File: src/rtl/cbt_pkg.sv
package cbt_pkg;
   typedef enum logic [1:0] {
      ST_SYNC = 2'd0,
      ST_SEG1 = 2'd1,
      ST_SEG2 = 2'd2
   } cbt_state_e;

   localparam logic [1:0] SM_NONE   = 2'd0;
   localparam logic [1:0] SM_HARD   = 2'd1;
   localparam logic [1:0] SM_RESYNC = 2'd2;
endpackage

File: src/rtl/cbt_prescaler.sv
module cbt_prescaler #(
   parameter int BRP_W = 6
) (
   input  logic             clk,
   input  logic             rst_n,
   input  logic [BRP_W-1:0] brp,
   output logic             tq_en
);
   logic [BRP_W-1:0] cnt_q;

   assign tq_en = (cnt_q >= brp);

   always_ff @(posedge clk) begin
      if (!rst_n)     cnt_q <= '0;
      else if (tq_en) cnt_q <= '0;
      else            cnt_q <= cnt_q + 1'b1;
   end

   // after an enable, the next clock carries another one only for brp=0
   a_r2_tq_spacing: assert property (@(posedge clk) disable iff (!rst_n)
      tq_en |=> (brp == '0 || !tq_en));
endmodule

File: src/rtl/cbt_rx_stage.sv
module cbt_rx_stage #(
   parameter int STAGES = 2
) (
   input  logic clk,
   input  logic rst_n,
   input  logic rx_in,
   output logic rx_out
);
   generate
      if (STAGES == 0) begin : g_direct
         assign rx_out = rx_in;
      end else begin : g_sync
         logic [STAGES-1:0] pipe_q;
         always_ff @(posedge clk) begin
            if (!rst_n) pipe_q <= '1;
            else begin
               pipe_q[0] <= rx_in;
               for (int i = 1; i < STAGES; i++) pipe_q[i] <= pipe_q[i-1];
            end
         end
         assign rx_out = pipe_q[STAGES-1];
      end
   endgenerate
endmodule

File: src/rtl/cbt_phase_calc.sv
module cbt_phase_calc #(
   parameter int CNT_W = 6,
   parameter int SJW_W = 2
) (
   input  logic [CNT_W-1:0] qc,
   input  logic [CNT_W-1:0] len2,
   input  logic [SJW_W-1:0] sjw,
   output logic [CNT_W-1:0] ext_amt,
   output logic [CNT_W-1:0] sh_amt
);
   localparam logic [CNT_W-1:0] ONE = CNT_W'(1);

   logic [CNT_W-1:0] jump, err_pos, err_neg;

   always_comb begin
      jump    = CNT_W'(sjw) + ONE;
      err_pos = qc + ONE;
      err_neg = len2 - qc;
      ext_amt = (err_pos < jump) ? err_pos : jump;
      sh_amt  = (err_neg < jump) ? err_neg : jump;
   end
endmodule

File: src/rtl/cbt_bit_fsm.sv
module cbt_bit_fsm
   import cbt_pkg::*;
#(
   parameter int TSEG1_W = 4,
   parameter int TSEG2_W = 3,
   parameter int SJW_W   = 2,
   parameter int CNT_W   = 6
) (
   input  logic               clk,
   input  logic               rst_n,
   input  logic               tq_en,
   input  logic [TSEG1_W-1:0] tseg1,
   input  logic [TSEG2_W-1:0] tseg2,
   input  logic [SJW_W-1:0]   sjw,
   input  logic [1:0]         sync_mode,
   input  logic               bus_off,
   input  logic               rx_s,
   input  logic               tx_bit_in,
   output logic               sample_strobe,
   output logic               sample_bit,
   output logic               tx,
   output logic               in_sync
);
   localparam logic [CNT_W-1:0] ONE = CNT_W'(1);

   cbt_state_e       state_q, state_n;
   logic [CNT_W-1:0] qc_q, qc_n, ext_q, ext_n, sh_q, sh_n;
   logic [CNT_W-1:0] ext_amt, sh_amt, ext_eff, sh_eff, len1, len2;
   logic             ref_q, ref_n, done_q, done_n, hold_q, hold_n, tx_q, tx_n;
   logic             strobe_n, sbit_q, sbit_n;
   logic             edge_seen, hard_ev, resync_ev, enter_sync;

   assign len1 = CNT_W'(tseg1) + ONE;
   assign len2 = CNT_W'(tseg2) + ONE;

   cbt_phase_calc #(.CNT_W(CNT_W), .SJW_W(SJW_W)) u_phase (
      .qc(qc_q), .len2(len2), .sjw(sjw), .ext_amt(ext_amt), .sh_amt(sh_amt)
   );

   assign tx        = tx_q | bus_off;
   assign in_sync   = (state_q == ST_SYNC);
   assign edge_seen = ref_q && !rx_s;
   assign hard_ev   = edge_seen && (sync_mode == SM_HARD);
   assign resync_ev = edge_seen && (sync_mode == SM_RESYNC) && !done_q && tx;
   assign ext_eff   = resync_ev ? ext_amt : ext_q;
   assign sh_eff    = resync_ev ? sh_amt  : sh_q;

   always_comb begin
      state_n    = state_q;
      qc_n       = qc_q;
      ext_n      = ext_q;
      sh_n       = sh_q;
      ref_n      = ref_q;
      done_n     = done_q;
      hold_n     = hold_q;
      tx_n       = tx_q;
      sbit_n     = sbit_q;
      strobe_n   = 1'b0;
      enter_sync = 1'b0;
      if (tq_en) begin
         if (hard_ev) begin
            enter_sync = 1'b1;
            ref_n      = 1'b0;
         end else begin
            if (resync_ev) begin
               ref_n  = 1'b0;
               done_n = 1'b1;
            end
            unique case (state_q)
               ST_SYNC: begin
                  state_n = ST_SEG1;
                  qc_n    = '0;
                  ext_n   = '0;
                  sh_n    = '0;
               end
               ST_SEG1: begin
                  ext_n = ext_eff;
                  if (qc_q == len1 + ext_eff - ONE) begin
                     state_n  = ST_SEG2;
                     qc_n     = '0;
                     strobe_n = 1'b1;
                     sbit_n   = rx_s;
                     ref_n    = rx_s;
                     hold_n   = tx_bit_in;
                  end else begin
                     qc_n = qc_q + ONE;
                  end
               end
               ST_SEG2: begin
                  sh_n = sh_eff;
                  if (qc_q + ONE >= len2 - sh_eff) enter_sync = 1'b1;
                  else                              qc_n = qc_q + ONE;
               end
               default: enter_sync = 1'b1;
            endcase
         end
         if (enter_sync) begin
            state_n = ST_SYNC;
            qc_n    = '0;
            ext_n   = '0;
            sh_n    = '0;
            done_n  = 1'b0;
            tx_n    = hold_q;
         end
      end
   end

   always_ff @(posedge clk) begin
      if (!rst_n) begin
         state_q       <= ST_SYNC;
         qc_q          <= '0;
         ext_q         <= '0;
         sh_q          <= '0;
         ref_q         <= 1'b0;
         done_q        <= 1'b0;
         hold_q        <= 1'b1;
         tx_q          <= 1'b1;
         sbit_q        <= 1'b1;
         sample_strobe <= 1'b0;
      end else begin
         state_q       <= state_n;
         qc_q          <= qc_n;
         ext_q         <= ext_n;
         sh_q          <= sh_n;
         ref_q         <= ref_n;
         done_q        <= done_n;
         hold_q        <= hold_n;
         tx_q          <= tx_n;
         sbit_q        <= sbit_n;
         sample_strobe <= strobe_n;
      end
   end

   assign sample_bit = sbit_q;

   // no movement between quantum enables
   a_r3_hold_between_quanta: assert property (@(posedge clk) disable iff (!rst_n)
      !tq_en |=> ($stable(state_q) && $stable(qc_q)));
   // the strobe marks entry into phase segment 2
   a_r4_strobe_in_seg2: assert property (@(posedge clk) disable iff (!rst_n)
      sample_strobe |-> (state_q == ST_SEG2));
   // the strobe lasts a single clock
   a_r4_single_strobe: assert property (@(posedge clk) disable iff (!rst_n)
      sample_strobe |=> !sample_strobe);
   // the driven bit changes only at a bit start
   a_r6_tx_at_bit_start: assert property (@(posedge clk) disable iff (!rst_n)
      (!bus_off && !$past(bus_off) && !$stable(tx)) |-> in_sync);
endmodule

File: src/rtl/can_bit_timer.sv
module can_bit_timer #(
   parameter int BRP_W          = 6,
   parameter int TSEG1_W        = 4,
   parameter int TSEG2_W        = 3,
   parameter int SJW_W          = 2,
   parameter int RX_SYNC_STAGES = 2
) (
   input  logic               clk,
   input  logic               rst_n,
   input  logic [BRP_W-1:0]   brp,
   input  logic [TSEG1_W-1:0] tseg1,
   input  logic [TSEG2_W-1:0] tseg2,
   input  logic [SJW_W-1:0]   sjw,
   input  logic [1:0]         sync_mode,
   input  logic               bus_off,
   input  logic               rx,
   input  logic               tx_bit_in,
   output logic               tq_en,
   output logic               in_sync,
   output logic               sample_strobe,
   output logic               sample_bit,
   output logic               tx
);
   localparam int SEG_W = (TSEG1_W > TSEG2_W) ? TSEG1_W : TSEG2_W;
   localparam int CNT_W = SEG_W + 2;

   generate
      if (BRP_W < 1 || TSEG1_W < 1 || TSEG2_W < 1 || SJW_W < 1) begin : g_bad_width
         $error("can_bit_timer: every field width must be at least 1");
      end
      if (SJW_W > TSEG2_W) begin : g_bad_sjw
         $error("can_bit_timer: SJW_W may not exceed TSEG2_W");
      end
      if (RX_SYNC_STAGES < 0 || RX_SYNC_STAGES > 4) begin : g_bad_stages
         $error("can_bit_timer: RX_SYNC_STAGES must be 0 to 4");
      end
   endgenerate

   logic rx_s;

   cbt_prescaler #(.BRP_W(BRP_W)) u_presc (
      .clk(clk), .rst_n(rst_n), .brp(brp), .tq_en(tq_en)
   );

   cbt_rx_stage #(.STAGES(RX_SYNC_STAGES)) u_rxs (
      .clk(clk), .rst_n(rst_n), .rx_in(rx), .rx_out(rx_s)
   );

   cbt_bit_fsm #(
      .TSEG1_W(TSEG1_W), .TSEG2_W(TSEG2_W), .SJW_W(SJW_W), .CNT_W(CNT_W)
   ) u_fsm (
      .clk(clk), .rst_n(rst_n), .tq_en(tq_en), .tseg1(tseg1), .tseg2(tseg2),
      .sjw(sjw), .sync_mode(sync_mode), .bus_off(bus_off), .rx_s(rx_s),
      .tx_bit_in(tx_bit_in), .sample_strobe(sample_strobe),
      .sample_bit(sample_bit), .tx(tx), .in_sync(in_sync)
   );
endmodule

File: config.mk
export PLATFORM = sky130hd
export DESIGN_NAME = can_bit_timer
export DESIGN_NICKNAME = d
export VERILOG_FILES = /design/src/rtl/cbt_pkg.sv /design/src/rtl/cbt_prescaler.sv /design/src/rtl/cbt_rx_stage.sv /design/src/rtl/cbt_phase_calc.sv /design/src/rtl/cbt_bit_fsm.sv /design/src/rtl/can_bit_timer.sv
export SDC_FILE = /design/constraint.sdc
export NUM_CORES = 1
export LEC_CHECK = 0
export ABC_CLOCK_PERIOD_IN_PS = 5470
export BUFFER_PORTS_ARGS = -buffer_cell sky130_fd_sc_hd__buf_2
export CORE_UTILIZATION = 51
export CTS_BUF_LIST = sky130_fd_sc_hd__clkbuf_4
export CTS_CLUSTER_DIAMETER = 80
export CTS_CLUSTER_SIZE = 14
export DETAILED_ROUTE_END_ITERATION = 10
export GPL_ROUTABILITY_DRIVEN = 1
export MAX_ROUTING_LAYER = met4
export PLACE_DENSITY = 0.84
export SYNTH_ARGS = -nofsm -noshare
export SYNTH_HDL_FRONTEND = slang
export SYNTH_HIERARCHICAL = 1
export SYNTH_SLANG_ARGS = --single-unit
File: constraint.sdc
create_clock -name clk -period 5.47 [get_ports clk]
set_input_delay 0 -clock clk [delete_from_list [all_inputs] [get_ports clk]]
set_output_delay 0 -clock clk [all_outputs]
set_load 0.005 [all_outputs]
# Word level (Yosys, flattened, before mapping)
# Cells that the tools add are included.
dict set report totals {
  ff_bits 34
  in_bits 22
  word_cells 91
}
dict set report op_classes {
  add_sub_neg 9
  n_lt_le_gt_ge 4
  eq_ne 8
  muxes 31
  n_bitwise 5
  n_reduce_logical 22
}
# operator count
set op_table {}
lappend op_table {{6-bit two-way mux} 12}
lappend op_table {{6-bit one-hot mux with 2 select lines} 2}
lappend op_table {{6-bit one-hot mux with 3 select lines} 1}
lappend op_table {{6-bit by 1-bit adder with 6-bit output, second input constant} 2}
lappend op_table {{6-bit >= comparator} 2}
lappend op_table {{6-bit < comparator} 2}
lappend op_table {{4-bit AND reduction} 3}
lappend op_table {{6-bit subtractor} 2}
lappend op_table {{1-bit two-way mux} 11}
lappend op_table {{3-bit AND reduction} 3}
lappend op_table {{6-bit adder} 1}
lappend op_table {{6-bit equality test} 1}
lappend op_table {{2-bit two-way mux} 3}
lappend op_table {{3-bit nonzero test} 2}
lappend op_table {{6-bit by 1-bit subtractor with 6-bit output, second input constant} 1}
lappend op_table {{4-bit by 1-bit adder with 5-bit output, second input constant} 1}
lappend op_table {{1-bit logical AND} 5}
lappend op_table {{3-bit by 1-bit adder with 4-bit output, second input constant} 1}
lappend op_table {{2-bit by 1-bit equality test with 1-bit output, second input constant} 2}
lappend op_table {{2-bit equality test, second input constant} 2}
lappend op_table {{1-bit NOT} 4}
lappend op_table {{2-bit one-hot mux with 2 select lines} 1}
lappend op_table {{4-bit nonzero test} 1}
lappend op_table {{2-bit OR reduction} 2}
lappend op_table {{other kinds (11)} 12}

# Depth between registers and ports, before layout
# Gate-level depths: netlist (run 1).
dict set report logic_depth {
  word_depth 14
  mapped_depth 28
}

# Cells and area by module
# The synthesis (run 1) kept the hierarchy.
# mod instances cells_per_inst area_each_um2
set modules_own_cells {}
lappend modules_own_cells {cbt_bit_fsm 1 240 2035.7}
lappend modules_own_cells {cbt_phase_calc 1 68 544.3}
lappend modules_own_cells {cbt_prescaler 1 43 406.6}
lappend modules_own_cells {cbt_rx_stage 1 4 52.6}

# Least setup slack after synthesis (run 1)
# Ideal clock, no wire load.
dict set report synth_timing {
  path_type {reg-to-reg}
  startpoint {register u_fsm.qc_q[0]}
  endpoint {register u_fsm.qc_q[2]}
  arrival_ps 5016
  required_time_ps 5410
  setup_slack_ps 394
  path_stages_with_launch 25
  period_less_slack_ps 5076
  cell_sequence {dfxtp_1 > ha_1 > fa_1 > inv_1 > ha_1 > a21boi_0 > o21ai_0 > nand4b_1 > nor4_4 > mux2i_1 > mux2i_1 > ha_1 > a21o_1 > a21o_1 > a21oi_1 > nor2_1 > xnor2_1 > mux2i_1 > ha_1 > nor2b_1 > nor2_1 > o21ai_0 > a2111o_1 > a21oi_1 > a221o_1}
}
dict set report synth_between {
  elab_chain_len 12
}
# item line_no
set synth_rtl {}
lappend synth_rtl {{start, declared} cbt_bit_fsm.sv:27} ;# logic [CNT_W-1:0] qc_q, qc_n, ext_q, ext_n, sh_q, sh_n;
lappend synth_rtl {{start signal, assigned} cbt_bit_fsm.sv:122} ;# qc_q <= qc_n;
lappend synth_rtl {{6-bit subtractor *} cbt_phase_calc.sv:18} ;# err_neg = len2 - qc;
lappend synth_rtl {{6-bit < comparator} cbt_phase_calc.sv:20} ;# sh_amt = (err_neg < jump) ? err_neg : jump;
lappend synth_rtl {{6-bit two-way mux *} cbt_phase_calc.sv:20}
lappend synth_rtl {{net u_fsm.sh_amt[1]} cbt_bit_fsm.sv:28} ;# logic [CNT_W-1:0] ext_amt, sh_amt, ext_eff, sh_eff, len1, len2;
lappend synth_rtl {{6-bit two-way mux *} cbt_bit_fsm.sv:46} ;# assign sh_eff = resync_ev ? sh_amt : sh_q;
lappend synth_rtl {{6-bit subtractor *} cbt_bit_fsm.sv:91} ;# if (qc_q + ONE >= len2 - sh_eff) enter_sync = 1'b1;
lappend synth_rtl {{6-bit >= comparator *} cbt_bit_fsm.sv:91}
lappend synth_rtl {{1-bit two-way mux} cbt_bit_fsm.sv:91}
lappend synth_rtl {{1-bit one-hot mux with 2 select lines} cbt_bit_fsm.sv:69} ;# unique case (state_q)
lappend synth_rtl {{1-bit two-way mux} cbt_bit_fsm.sv:61} ;# if (hard_ev) begin
lappend synth_rtl {{1-bit two-way mux} cbt_bit_fsm.sv:60} ;# if (tq_en) begin
lappend synth_rtl {{3-bit != test (no line) (tied with other cells)} -}
lappend synth_rtl {{4-bit AND reduction (no line)} -}
# The timed path passes the listed nets; every way through them passes the cells marked *. The select of a mux whose other input is x is not followed.
# A chain may end at the register's enable or synchronous reset.

# Worst setup path in the final report (run 1)
# Same ends and word-level chain as after synthesis.

==> results.sh, run 1 <==
export IMPL_drtIter0Drc=146
export IMPL_swShare_pct=33.1
export IMPL_final_common_cell="ha_1"
export IMPL_synth_top_family_by_area="compound AO/OA/AOI/OAI gates"
export IMPL_antenna_found_initial=0
export IMPL_core_mm2=0.00561
export IMPL_synth_cells=355
export IMPL_cts_sinks=34
export IMPL_syn_area_mm2=0.00304
export IMPL_viasPerCell=5.70
export IMPL_drcViolationCount=0
export IMPL_worstSetupPathType="flip-flop to flip-flop"
export IMPL_start_util_pct=54.2
export IMPL_pwr_share_clk_pct=25.5
export IMPL_status="finished, final reports clean"
export IMPL_async_flop_share_pct=0
export IMPL_maxCapViolations=0
export IMPL_place_congestion=0.853
export IMPL_num_antenna_cells=0
export IMPL_yosys_register_bits=34
export IMPL_htreeDepth=2
export IMPL_grtUsageTotal_pct=22.2
export IMPL_syn_area_per_cell_um2=8.56
export IMPL_post_route_period_util_pct=96.1
export IMPL_cp_arrival_ns=5.49
export IMPL_synthMuxAreaShare_pct=4.20
export IMPL_hold_viol=0
export IMPL_dieArea_mm2=0.00627
export IMPL_io_pins=27
export IMPL_p_seq_share_pct=47.3
export IMPL_clk_latency_ns=0.34
export IMPL_routed_wl_um=6590
export IMPL_synth_xor_area_share_pct=7.16
export IMPL_p_leak_nw=1.52
export IMPL_grt_max_degree=20
export IMPL_slew_violations=0
export IMPL_port_buffers=26
export IMPL_power_report_internal_total_w=0.000364
export IMPL_cts_root_buf="clkbuf_4"
export IMPL_required_ns=5.71
export IMPL_hp_class="input port to flip-flop"
export IMPL_synth_cell_types=68
export IMPL_yosysWarnings=6
export IMPL_first_pass_iters=4
export IMPL_ys_flop_type="dfxtp_1"
export IMPL_die_h_um=79.2
export IMPL_whs_ns=0.198
export IMPL_finalNonFillerCells=465
export IMPL_switchingPower_w=0.000180
export IMPL_yosys_area_share_adder_pct=17.2
export IMPL_synth_compound_area_share_pct=21.5
export IMPL_tightest_slew_ns=0.989
export IMPL_yosysSeqAreaShare_pct=22.4
export IMPL_fin_setup_tns_ns=0
export IMPL_max_slew_margin_pct=33.5
export IMPL_cellPowerDensity_mw_per_mm2=160
export IMPL_synth_simple_area_share_pct=21.0
export IMPL_cts_buffers=5
export IMPL_ant_nets=0
export IMPL_cts_tree="yes"
export IMPL_grt_pass1_wl_um=10600
export IMPL_wl_per_cell_um=14.2
export IMPL_num_vias=2651
export IMPL_pwr_share_comb_pct=27.1
export IMPL_clkSlewWorstSetupHoldPaths_ns=0.11
export IMPL_fin_util_pct=60.5
export IMPL_setup_violations_final=0
export IMPL_fin_skew_ns=0.00775
export IMPL_critPathCaptureType="flip-flop"
export IMPL_die_w_um=79.2
export IMPL_layout_setup_ws_ns=0.215
export IMPL_syn_to_final_growth_pct=11.7
export IMPL_fmax_mhz=190
export IMPL_worstSetupStartpointType="flip-flop"
export IMPL_placed_cells=452
export IMPL_mostFrequentLayoutCells="ha_1 (37), dfxtp_1 (34), inv_1 (30), nand2_1 (30), buf_2 (26)"
export IMPL_grt_pass1_vias=2435
export IMPL_dp_hpwl_um=5030
export IMPL_layout_min_cycle_time_ns=5.26
export IMPL_grt_overflow=0
export IMPL_path_max_fanout=4
export IMPL_std_cell_rows=27
export IMPL_vdd_drop_max_mv=0.155
export IMPL_drive_gt1_share_pct=18.6
export IMPL_cts_buffer_depth=2
export IMPL_nNetsFinal=454
export IMPL_synth_edff_count=0
export IMPL_dp_worst_setup_slack_ns=-0.0954
stage by stage:
stage          power (W)  instance area (um^2)
2_1_floorplan   0.000371                  3060
3_3_place_gp    0.000396                  3260
3_5_place_dp    0.000403                  3260
4_1_cts         0.000542                  3350
5_1_grt         0.000576                  3390
6_report        0.000544                  3390
cells by family (layout without fill, tap and decap cells):
family	Yosys count	count (layout)
compound gates	84	84
xor+xnor	24	24
fa+ha+maj	40	40
buf+inv	45	77
flops	34	34
mux	12	12
other cells	2	8
simple gates	114	114
state kept, by name, indices dropped and copies added (netlist names):
| signal | flops |
|---|---|
| u_fsm/state_q | 2 |
| u_fsm/ref_q | 1 |
| u_fsm/ext_q | 6 |
| u_fsm/qc_q | 6 |
| u_presc/cnt_q | 6 |
| u_fsm/sample_bit | 1 |
| u_fsm/tx_q | 1 |
| u_rxs/g_sync.pipe_q | 2 |
| u_fsm/sample_strobe | 1 |
| u_fsm/sh_q | 6 |
| u_fsm/done_q | 1 |
| u_fsm/hold_q | 1 |
worst max-delay path, stage by stage, from the launching register on:
cell	delay, ns
dfxtp_1	0.34
ha_1	0.21
fa_1	0.52
inv_1	0.05
ha_1	0.27
a21boi_0	0.12
o21ai_1	0.13
nand4b_1	0.17
nor4_4	0.29
mux2i_1	0.27
mux2i_2	0.14
ha_1	0.31
a21o_1	0.16
a21o_1	0.21
a21oi_2	0.16
nor2_1	0.06
xnor2_1	0.13
mux2i_1	0.09
ha_1	0.30
nor2b_2	0.19
nor3_2	0.08
o21a_1	0.17
o211ai_1	0.30
nor2_2	0.10
a221o_1	0.36
Yosys cell counts (7+ instances only):
| master | count | area share, % |
|---|---|---|
| a21o_1 | 10 | 2.5 |
| clkbuf_1 | 7 | 0.86 |
| ha_1 | 37 | 15 |
| a21oi_1 | 17 | 2.8 |
| xor2_1 | 9 | 2.6 |
| dfxtp_1 | 34 | 22 |
| inv_1 | 30 | 3.7 |
| nor2b_1 | 9 | 1.9 |
| nand2_1 | 30 | 3.7 |
| a32o_1 | 8 | 2.6 |
| xnor2_1 | 14 | 4.0 |
| nand3_1 | 12 | 2.0 |
| o21ai_0 | 7 | 1.2 |
| mux2i_1 | 9 | 3.0 |
| nand2b_1 | 8 | 1.6 |
| nor2_1 | 19 | 2.3 |
worst paths after layout:
kind | startpoint | end | slack [ns] | cells past startpoint
max | u_fsm/qc_q[0]$_SDFFE_PN0P_ | u_fsm/qc_q[2]$_SDFFE_PN0P_ | 0.21 | 24
min | sync_mode[0] | u_fsm/ref_q$_SDFFE_PN0P_ | 0.20 | 5
max reg2reg | u_fsm/qc_q[0]$_SDFFE_PN0P_ | u_fsm/qc_q[2]$_SDFFE_PN0P_ | 0.21 | 24
min reg2reg | u_rxs/g_sync.pipe_q[0]$_SDFF_PN1_ | u_rxs/g_sync.pipe_q[1]$_SDFF_PN1_ | 0.43 | 1
power groups by stage:
stage	sequential, W	combinational (W)	clock, W
final	0.000257	0.000148	0.000139
after global routing	0.000258	0.000164	0.000153
after CTS	0.000257	0.000142	0.000142
after detailed placement	0.000263	0.000140	0
after global placement	0.000262	0.000134	0
after floorplan	0.000262	0.000109	0
layer usage:
metal  GRT usage [%]  share of wire, %  vias to the layer above
met5               -                 0                        -
met4            6.36               1.4                        0
met3            3.79               3.1                       10
met2            38.3                50                       63
met1            26.4                46                     1237
li1                -                 -                     1341
what timing repair did:
action,4_1_cts,5_1_grt
endpoints found under the hold margin,5,0
hold buffers,4,0
endpoints found under the setup margin,0,22
setup buffers,0,1
gates resized for setup,0,10
area by class of cell:
cell class | count | area [um^2]
tap | 72 | 90.1
sequential | 34 | 681
inverter | 31 | 116
fill | 518 | 2210
timing repair buffer | 38 | 230
multi-input combinational | 282 | 2220
clock inverter | 3 | 16.3
clock buffer | 5 | 37.5
Power figures use the tool's default switching activity.
==> run 2: changes to the inputs <==
--- a/config.mk
+++ b/config.mk
@@ -7,6 +7,7 @@
 export LEC_CHECK = 0
 export ABC_CLOCK_PERIOD_IN_PS = 5470
 export BUFFER_PORTS_ARGS = -buffer_cell sky130_fd_sc_hd__buf_2
+export CORE_ASPECT_RATIO = 0.75
 export CORE_UTILIZATION = 51
 export CTS_BUF_LIST = sky130_fd_sc_hd__clkbuf_4
 export CTS_CLUSTER_DIAMETER = 80
@@ -14,7 +15,7 @@
 export DETAILED_ROUTE_END_ITERATION = 10
 export GPL_ROUTABILITY_DRIVEN = 1
 export MAX_ROUTING_LAYER = met4
-export PLACE_DENSITY = 0.84
+export PLACE_DENSITY = 0.83
 export SYNTH_ARGS = -nofsm -noshare
 export SYNTH_HDL_FRONTEND = slang
 export SYNTH_HIERARCHICAL = 1
==> results.sh, run 2 (synthesized netlist as in run 1, its figures left out) <==
export IMPL_required_ns=5.70
export IMPL_whs_path_depth=5
export IMPL_hp_class="input port to flip-flop"
export IMPL_ant_nets=0
export IMPL_max_slew_margin_pct=36.2
export IMPL_worstSetupStartpointType="flip-flop"
export IMPL_worstSetupPathType="flip-flop to flip-flop"
export IMPL_maxCapViolations=0
export IMPL_critPathCaptureType="flip-flop"
export IMPL_status="finished, final reports clean"
export IMPL_grtUsageTotal_pct=22.7
export IMPL_cts_buffers=5
export IMPL_nNetsFinal=455
export IMPL_worstPathCellList="ha_1, fa_1, inv_1, ha_1, a21boi_0, o21ai_0, nand4b_1, nor4_4, mux2i_1, mux2i_2, ha_1, a21o_1, a21o_1, a21oi_2, nor2_1, xnor2_1, mux2i_1, ha_1, nor2b_2, nor3_1, o21a_1, o211ai_1, nor2_2, a221o_1"
export IMPL_dp_hpwl_um=5100
export IMPL_drcViolationCount=0
export IMPL_first_pass_iters=4
export IMPL_syn_to_final_growth_pct=12.9
export IMPL_start_util_pct=55.0
export IMPL_hold_viol=0
export IMPL_slowest_delay_ns=0.50
export IMPL_antenna_found_initial=0
export IMPL_vdd_drop_max_mv=0.133
export IMPL_port_buffers=26
export IMPL_drtIter0Drc=99
export IMPL_clkSlewWorstSetupHoldPaths_ns=0.10
export IMPL_cts_root_buf="clkbuf_4"
export IMPL_wl_per_cell_um=13.9
export IMPL_routed_wl_um=6520
export IMPL_clk_latency_ns=0.35
export IMPL_fin_area_mm2=0.00343
export IMPL_cts_tree="yes"
export IMPL_path_max_fanout=4
export IMPL_r2r_cells=24
export IMPL_grt_pass1_wl_um=10900
export IMPL_die_h_um=68.9
export IMPL_grt_overflow=0
export IMPL_core_mm2=0.00553
export IMPL_setup_violations_final=0
export IMPL_cp_arrival_ns=5.48
export IMPL_htreeDepth=2
export IMPL_mostFrequentLayoutCells="ha_1 (37), dfxtp_1 (34), inv_1 (30), nand2_1 (28), buf_2 (26)"
export IMPL_drive_gt1_share_pct=18.8
export IMPL_post_route_period_util_pct=96.0
export IMPL_place_congestion=0.842
export IMPL_tightest_slew_ns=0.949
export IMPL_std_cell_rows=23
export IMPL_grt_pass1_vias=2466
export IMPL_num_vias=2628
export IMPL_grt_max_degree=19
export IMPL_p_leak_nw=1.54
export IMPL_worst_path_most_repeated_cell="ha_1"
export IMPL_die_w_um=91.1
export IMPL_postPlaceCellArea_mm2=0.00326
export IMPL_fillers=518
export IMPL_cellPowerDensity_mw_per_mm2=174
export IMPL_slew_violations=0
export IMPL_fmax_mhz=190
export IMPL_cts_sinks=34
export IMPL_layout_min_cycle_time_ns=5.25
export IMPL_final_common_cell="ha_1"
export IMPL_cts_buffer_depth=2
export IMPL_num_antenna_cells=0
export IMPL_viasPerCell=5.60
export IMPL_io_pins=27
export IMPL_whs_ns=0.227
export IMPL_dieArea_mm2=0.00628
export IMPL_worst_path_max_delay_cell="fa_1"
export IMPL_fin_skew_ns=0.0163
## run 2: what timing repair did
item | CTS | global route
setup buffers | 0 | 1
endpoints found under the setup margin | 0 | 20
hold buffers | 5 | 0
endpoints found under the hold margin | 4 | 0
resized for setup | 0 | 9
## run 2: power by group
group / switching, W / total (W) / leakage (nW) / internal [W]
clock network: 0.0000851 / 0.000192 / 0.0463 / 0.000107
registers: 0.00000441 / 0.000257 / 0.275 / 0.000253
logic: 0.0000834 / 0.000147 / 1.22 / 0.0000636
total: 0.000173 / 0.000596 / 1.54 / 0.000423
## run 2: final cells by class
type	instances	area [um^2]	share of cell area, %
inverter	31	116	3.39
timing repair buffer	39	240	7.00
multi-input combinational	282	2220	64.6
sequential	34	681	19.8
clock inverter	1	30.0	0.875
tap	75	93.8	2.73
clock buffer	7	52.6	1.53
## run 2: per-layer routing
layer	GRT usage, %	vias up	part of all wire, %
met3	2.96	8	3.5
met2	39.0	59	47
met4	6.94	0	1.2
met5	-	-	0
met1	28.6	1221	49
li1	-	1340	-
## run 2: per-stage QoR
step	setup WS [ns]	total power [W]	TNS, ns	cells	utilization [%]
2_1_floorplan	0.394	0.000371	0	361	-
3_3_place_gp	0.104	0.000397	0	455	59.1
3_5_place_dp	-0.0599	0.000403	-0.536	455	59.1
4_1_cts	0.0609	0.000598	0	468	61.5
5_1_grt	-0.0970	0.000633	-0.130	469	62.1
6_report	0.219	0.000596	0	469	62.1
## run 2: worst max-delay path, delay by kind of cell (launching register included)
| family | cells | cell delay [ns] |
|---|---|---|
| buf+inv | 1 | 0.05 |
| simple gates | 6 | 0.87 |
| compound gates | 8 | 1.66 |
| fa+ha+maj | 5 | 1.59 |
| xor+xnor | 1 | 0.13 |
| mux | 3 | 0.54 |
| flops | 1 | 0.32 |
## run 2: final timing paths
path / startpoint / endpoint / slack, ns
max reg2reg: u_fsm/qc_q[0]$_SDFFE_PN0P_ / u_fsm/qc_q[2]$_SDFFE_PN0P_ / 0.22
max: u_fsm/qc_q[0]$_SDFFE_PN0P_ / u_fsm/qc_q[2]$_SDFFE_PN0P_ / 0.22
min: sync_mode[0] / u_fsm/ref_q$_SDFFE_PN0P_ / 0.23
min reg2reg: u_rxs/g_sync.pipe_q[0]$_SDFF_PN1_ / u_rxs/g_sync.pipe_q[1]$_SDFF_PN1_ / 0.42
